[src/rtl/clk_lane_pkg.sv]
package clk_lane_pkg;

   typedef enum logic [3:0] {
      PH_STOP  = 4'd0,
      PH_LP01  = 4'd1,
      PH_LP00  = 4'd2,
      PH_PREP  = 4'd3,
      PH_ZERO  = 4'd4,
      PH_PRE   = 4'd5,
      PH_RUN   = 4'd6,
      PH_POST  = 4'd7,
      PH_TRAIL = 4'd8
   } phase_e;

   // positions of the effective lengths in the unpacked bundle
   localparam int LEN_N     = 6;
   localparam int LI_PREP   = 0;
   localparam int LI_ZERO   = 1;
   localparam int LI_POST   = 2;
   localparam int LI_TRAIL  = 3;
   localparam int LI_PRE    = 4;
   localparam int LI_LPX    = 5;

endpackage

[src/rtl/clk_lane_field_unpack.sv]
module clk_lane_field_unpack
   import clk_lane_pkg::*;
#(
   parameter int CNT_W  = 8,
   parameter int WORD_W = 32
)(
   input  logic [WORD_W-1:0]            tim_word,
   input  logic [WORD_W-1:0]            pre_word,
   input  logic [CNT_W-1:0]             lpx_len,
   output logic [LEN_N-1:0][CNT_W-1:0]  len_eff
);

   logic [LEN_N-1:0][CNT_W-1:0] len_raw;
   logic                        unused_pre_hi;

   if (WORD_W < 4*CNT_W) begin : g_bad_word
      $error("clk_lane_field_unpack: WORD_W too small for four fields");
   end
   if (CNT_W < 2) begin : g_bad_cnt
      $error("clk_lane_field_unpack: CNT_W must be at least 2");
   end

   always_comb begin
      len_raw[LI_PREP]  = tim_word[4*CNT_W-1:3*CNT_W];
      len_raw[LI_ZERO]  = tim_word[3*CNT_W-1:2*CNT_W];
      len_raw[LI_POST]  = tim_word[2*CNT_W-1:CNT_W];
      len_raw[LI_TRAIL] = tim_word[CNT_W-1:0];
      len_raw[LI_PRE]   = pre_word[CNT_W-1:0];
      len_raw[LI_LPX]   = lpx_len;
   end

   assign unused_pre_hi = ^pre_word[WORD_W-1:CNT_W];

   // a zero count is stretched to one cycle so no interval vanishes
   for (genvar i = 0; i < LEN_N; i++) begin : g_floor
      assign len_eff[i] = (len_raw[i] == '0) ? CNT_W'(1) : len_raw[i];
   end

endmodule

[src/rtl/clk_lane_phase_timer.sv]
module clk_lane_phase_timer #(
   parameter int CNT_W = 8
)(
   input  logic             clk,
   input  logic             rst_n,
   input  logic             load,
   input  logic [CNT_W-1:0] load_len,
   output logic             expired
);

   logic [CNT_W-1:0] cnt_q;

   always_ff @(posedge clk or negedge rst_n) begin
      if (!rst_n)            cnt_q <= CNT_W'(1);
      else if (load)         cnt_q <= load_len;
      else if (cnt_q > CNT_W'(1)) cnt_q <= cnt_q - CNT_W'(1);
   end

   assign expired = (cnt_q == CNT_W'(1));

   AST_LOAD_NONZERO: assert property (@(posedge clk) disable iff (!rst_n)
      load |-> (load_len != '0));
   AST_TMR_FLOOR: assert property (@(posedge clk) disable iff (!rst_n)
      cnt_q != '0);
   AST_TMR_LOADED: assert property (@(posedge clk) disable iff (!rst_n)
      load |=> (cnt_q == $past(load_len)));

endmodule

[src/rtl/clk_lane_phase_fsm.sv]
module clk_lane_phase_fsm
   import clk_lane_pkg::*;
#(
   parameter int CNT_W = 8
)(
   input  logic                        clk,
   input  logic                        rst_n,
   input  logic                        hs_req,
   input  logic                        lanes_idle,
   input  logic                        expired,
   input  logic [LEN_N-1:0][CNT_W-1:0] len_eff,
   output phase_e                      phase,
   output logic                        load,
   output logic [CNT_W-1:0]            load_len
);

   phase_e phase_nxt;

   always_comb begin
      phase_nxt = phase;
      unique case (phase)
         PH_STOP:  if (hs_req)                 phase_nxt = PH_LP01;
         PH_LP01:  if (expired)                phase_nxt = PH_LP00;
         PH_LP00:  if (expired)                phase_nxt = PH_PREP;
         PH_PREP:  if (expired)                phase_nxt = PH_ZERO;
         PH_ZERO:  if (expired)                phase_nxt = PH_PRE;
         PH_PRE:   if (expired)                phase_nxt = PH_RUN;
         PH_RUN:   if (!hs_req && lanes_idle)  phase_nxt = PH_POST;
         PH_POST:  if (expired)                phase_nxt = PH_TRAIL;
         PH_TRAIL: if (expired)                phase_nxt = PH_STOP;
         default:                              phase_nxt = PH_STOP;
      endcase
   end

   always_comb begin
      unique case (phase_nxt)
         PH_LP01, PH_LP00: load_len = len_eff[LI_LPX];
         PH_PREP:          load_len = len_eff[LI_PREP];
         PH_ZERO:          load_len = len_eff[LI_ZERO];
         PH_PRE:           load_len = len_eff[LI_PRE];
         PH_POST:          load_len = len_eff[LI_POST];
         PH_TRAIL:         load_len = len_eff[LI_TRAIL];
         default:          load_len = CNT_W'(1);
      endcase
   end

   assign load = (phase_nxt != phase);

   always_ff @(posedge clk or negedge rst_n) begin
      if (!rst_n) phase <= PH_STOP;
      else        phase <= phase_nxt;
   end

   AST_STOP_HOLD: assert property (@(posedge clk) disable iff (!rst_n)
      (phase == PH_STOP && !hs_req) |=> (phase == PH_STOP));
   AST_ENTRY_LP01: assert property (@(posedge clk) disable iff (!rst_n)
      (phase == PH_STOP && hs_req) |=> (phase == PH_LP01));
   AST_RUN_WAIT: assert property (@(posedge clk) disable iff (!rst_n)
      (phase == PH_RUN && !lanes_idle) |=> (phase == PH_RUN));
   AST_NO_REENTRY: assert property (@(posedge clk) disable iff (!rst_n)
      (phase == PH_POST || phase == PH_TRAIL) |=> (phase != PH_LP01));

endmodule

[src/rtl/clk_lane_hs_seq.sv]
module clk_lane_hs_seq
   import clk_lane_pkg::*;
#(
   parameter int CNT_W  = 8,
   parameter int WORD_W = 32
)(
   input  logic              clk,
   input  logic              rst_n,
   input  logic              hs_req,
   input  logic              lanes_idle,
   input  logic [WORD_W-1:0] tim_word,
   input  logic [WORD_W-1:0] pre_word,
   input  logic [CNT_W-1:0]  lpx_len,
   output logic              hs_en,
   output logic              lp_en,
   output logic [1:0]        lp_line,
   output logic              clk_run,
   output logic              stat_stop,
   output logic              stat_hs_active,
   output logic              data_go
);

   logic [LEN_N-1:0][CNT_W-1:0] len_eff;
   logic                        tmr_load;
   logic [CNT_W-1:0]            tmr_len;
   logic                        tmr_expired;
   phase_e                      phase;

   clk_lane_field_unpack #(.CNT_W(CNT_W), .WORD_W(WORD_W)) u_unpack (
      .tim_word (tim_word),
      .pre_word (pre_word),
      .lpx_len  (lpx_len),
      .len_eff  (len_eff)
   );

   clk_lane_phase_fsm #(.CNT_W(CNT_W)) u_fsm (
      .clk        (clk),
      .rst_n      (rst_n),
      .hs_req     (hs_req),
      .lanes_idle (lanes_idle),
      .expired    (tmr_expired),
      .len_eff    (len_eff),
      .phase      (phase),
      .load       (tmr_load),
      .load_len   (tmr_len)
   );

   clk_lane_phase_timer #(.CNT_W(CNT_W)) u_timer (
      .clk      (clk),
      .rst_n    (rst_n),
      .load     (tmr_load),
      .load_len (tmr_len),
      .expired  (tmr_expired)
   );

   always_comb begin
      hs_en          = 1'b0;
      lp_en          = 1'b0;
      lp_line        = 2'b00;
      clk_run        = 1'b0;
      stat_stop      = 1'b0;
      stat_hs_active = 1'b0;
      data_go        = 1'b0;
      unique case (phase)
         PH_STOP: begin
            lp_en     = 1'b1;
            lp_line   = 2'b11;
            stat_stop = 1'b1;
         end
         PH_LP01: begin
            lp_en   = 1'b1;
            lp_line = 2'b01;
         end
         PH_LP00:                     lp_en = 1'b1;
         PH_PREP, PH_ZERO, PH_TRAIL:  hs_en = 1'b1;
         PH_PRE, PH_POST: begin
            hs_en          = 1'b1;
            clk_run        = 1'b1;
            stat_hs_active = 1'b1;
         end
         PH_RUN: begin
            hs_en          = 1'b1;
            clk_run        = 1'b1;
            stat_hs_active = 1'b1;
            data_go        = 1'b1;
         end
         default: begin
            lp_en   = 1'b1;
            lp_line = 2'b11;
         end
      endcase
   end

   AST_GO_AFTER_PRE: assert property (@(posedge clk) disable iff (!rst_n)
      $rose(data_go) |-> ($past(phase) == PH_PRE));
   AST_GO_DROP_EXIT: assert property (@(posedge clk) disable iff (!rst_n)
      $fell(data_go) |-> (phase == PH_POST));
   AST_STOP_FROM_TRAIL: assert property (@(posedge clk) disable iff (!rst_n)
      $rose(stat_stop) |-> ($past(phase) == PH_TRAIL));

endmodule

[config.mk]
export PLATFORM = sky130hd
export DESIGN_NAME = clk_lane_hs_seq
export DESIGN_NICKNAME = d
export VERILOG_FILES = /design/src/rtl/clk_lane_pkg.sv /design/src/rtl/clk_lane_field_unpack.sv /design/src/rtl/clk_lane_phase_timer.sv /design/src/rtl/clk_lane_phase_fsm.sv /design/src/rtl/clk_lane_hs_seq.sv
export SDC_FILE = /design/constraint.sdc
export NUM_CORES = 1
export LEC_CHECK = 0
export BUFFER_PORTS_ARGS = -buffer_cell sky130_fd_sc_hd__buf_4
export CAP_MARGIN = 25
export CORE_MARGIN = 2
export CORE_UTILIZATION = 46
export DETAILED_ROUTE_END_ITERATION = 7
export PLACE_DENSITY = 0.81
export SLEW_MARGIN = 20
export SYNTH_ARGS = -nofsm -noshare
export SYNTH_HDL_FRONTEND = slang
export SYNTH_SLANG_ARGS = --single-unit
[constraint.sdc]
create_clock -name clk -period 3.5 [get_ports clk]
set_input_delay 0.875 -clock clk [delete_from_list [all_inputs] [get_ports clk]]
set_output_delay 0.875 -clock clk [all_outputs]
set_load 0.1 [all_outputs]
==> impl_metrics.tcl <==
set metrics [dict create \
    ys_seq_elements 12 \
    fin_skew_ps 3.96 \
    routed_wl_um 4800 \
    cts_setup_buffers 0 \
    maxSlewHeadroom_pct 53.2 \
    seqCellArea_um2 302 \
    worst_pin_slew_ps 694 \
    avgRoutedWirePerCell_um 16.4 \
    worstPathRequired_ps 3640 \
    diodes 0 \
    grt_pass1_wl_um 7820 \
    synth_area_leaders "dfrtp_1 (17%), a221oi_2 (4.6%), mux2i_1 (4.3%)" \
    clock-sinks 12 \
    syn-cell-area_um2 1630 \
    cts-hold-fix-buffers 0 \
    final_nets 325 \
    report.final.slew_viol_count 0 \
    grt_max_degree 18 \
    io_buffers 59 \
    worstSetupPathType "register to register" \
    ys_async_sr_fraction_pct 100 \
    die-height_um 63.6 \
    leakagePower_nw 0.919 \
    setup_viol 0 \
    grt_pass1_vias 1678 \
    critPathCaptureType "register" \
    htree_num_levels 1 \
    drt_iter0_drc 102 \
    critPathMaxStageDelay_ps 580 \
    rsz0062_at_grt "false" \
    worstPathMaxFanout 8 \
    cp_num_buf_inv 1 \
    rows 21 \
    grt_usage_pct 24.2 \
    yosysUniqueCellTypes 65 \
    start_kind "register" \
    cts_buffers 3 \
    dpl_cell_area_um2 2100 \
    fin_crit_ps 2660 \
    path_cells "ha_1 > nor3b_1 > buf_4 > nand3_2 > mux2i_4 > mux2_2 > a221oi_2 > o32ai_1" \
    synth_top_cell_area_share_pct 16.9 \
    post_cts_resize_count 0 \
    io_pins 84 \
    start_util_pct 48.5 \
    crit_family "multiplexers" \
    syn_to_final_growth_pct 30.9 \
    yosysTopAreaCell "dfrtp_1" \
    fmax_mhz 376 \
    dieArea_um2 4040 \
    holdWs_ps 419 \
    synthCells 192 \
    drive_gt1_share_pct 39.0 \
    reg2reg_from "u_timer.cnt_q[0]" \
    fin_crit_sh_pct 75.9 \
    cp_slowest_cell "dfstp_2" \
    nFillCells 317 \
    num_vias 1806 \
    hold_viol 0 \
    status "completed" \
    path_clk_slew_ps 80 \
    grt_antenna_before_repair 0 \
    arrival_ps 2800 \
    grt_overflow 0 \
    cts_buffer_depth 2 \
    drc_errors 0 \
    yosysWarnings 0 \
    dp_hpwl_um 3870 \
    drv_cap 0 \
    rr_worst_depth 8 \
    multi_input_area_um2 1230 \
    ys_seq_area_share_pct 18.5 \
    avgSynthCellArea_um2 8.50 \
    cts_tree "built" \
    clk-insertion-delay-late_ps 270 \
    synthesis.nets 270 \
    vias_per_cell 6.18 \
    drtAntennaViolNets 0 \
    first_pass_iters 5 \
    finalInstanceArea_um2 2140 \
    synth_edf_count 0 \
    gp_congestion 0.841 \
    hp-class "input pin to async pin" \
    reg2reg_to "u_timer.cnt_q[7]" \
    rrSetupSlack_ps 840 \
    power_density_nw_per_um2 845 \
    root_buffer "clkbuf_4" \
    ir_drop_v 0.000813 \
    core-area_um2 3360 \
    die_w_um 63.6 \
    synth_ff_type "dfrtp_1" \
]
==> stage by stage <==
stage               std cells  worst slack [ps]  utilization, %  setup TNS (ps)  total power [mW]
floorplan                 192              -674               -            -859              1.48
global placement          288               751            62.4               0              1.66
detailed placement        288               706            62.4               0              1.68
CTS                       292               860            63.5               0              1.80
global route              292               675            63.5               0              1.93
finish                    292               842            63.5               0              1.81
==> kinds of logic after synthesis <==
group | count (synthesis) | synth area share (%)
buf+inv | 24 | 6.52
simple gates | 68 | 25.8
compound gates | 66 | 34.9
xor+xnor | 8 | 4.29
mux | 12 | 8.44
fa+ha+maj | 2 | 1.53
flops | 12 | 18.5
==> power by group <==
group / internal [mW] / switching, mW / leakage (nW)
combinational: 0.516 / 0.851 / 0.752
clock: 0.0632 / 0.0486 / 0.0210
sequential: 0.203 / 0.122 / 0.146
==> layer usage <==
metal,global-route usage (%),share of wire (%),routed length (um)
met1,32.3,42,2040
met5,0,0,0
met4,8.42,1.7,84
met2,40.5,50,2420
met3,2.50,5.4,259
==> layout make-up <==
class / instances / area share (%)
clock buffer: 4 / 1.70
inverter: 12 / 2.11
multi-input combinational: 156 / 57.6
sequential: 12 / 14.1
tap: 46 / 2.69
timing repair buffer: 62 / 21.8
==> Yosys cell counts (all sizes together) (6+ instances only) <==
cell type,instances
inv,11
mux2i,8
o21ai,14
nor4,8
a21oi,11
nor3,8
nand2,10
a221oi,7
or4,7
nand3,7
clkbuf,6
nor2,14
dfrtp,11
buf,6
==> sequential cells by signal, indices dropped and copies added, names as in the netlist <==
signal and flops:
u_fsm.phase 4, u_timer.cnt_q 8
==> how the worst max path moves through the flow <==
| stage | start | end | slack, ps | cells after the start |
|---|---|---|---|---|
| floorplan | u_fsm.phase[1] | lp_en | -670 | 5 |
| global placement | hs_req | u_timer.cnt_q[4] | 750 | 7 |
| detailed placement | hs_req | u_timer.cnt_q[4] | 710 | 7 |
| CTS | u_fsm.phase[0] | lp_en | 860 | 5 |
| global route | u_fsm.phase[0] | lp_en | 670 | 5 |
| finish | u_timer.cnt_q[0] | u_timer.cnt_q[7] | 840 | 8 |
==> worst reg2reg max path: cells and delay by family, from the launching register on <==
family	cells	cell delay [ps]
adders and majority gates	1	170
DFF	1	580
and+or+nand+nor	2	350
buffers and inverters	1	170
muxes	2	840
AOI/OAI and AO/OA	2	420
==> placed cells by master (no fill, tap or decap), drive strengths merged, types with 5 or more instances in the layout <==
master   count
buf         62
nand2       10
inv         11
o21ai       14
nor3         8
or4          7
nor2        14
a221oi       7
nor4         8
xnor2        5
a22o         5
mux2i        8
a21oi       11
dfrtp       11
o2111ai      5
nand3        7
(Power assumes the default switching activity.)
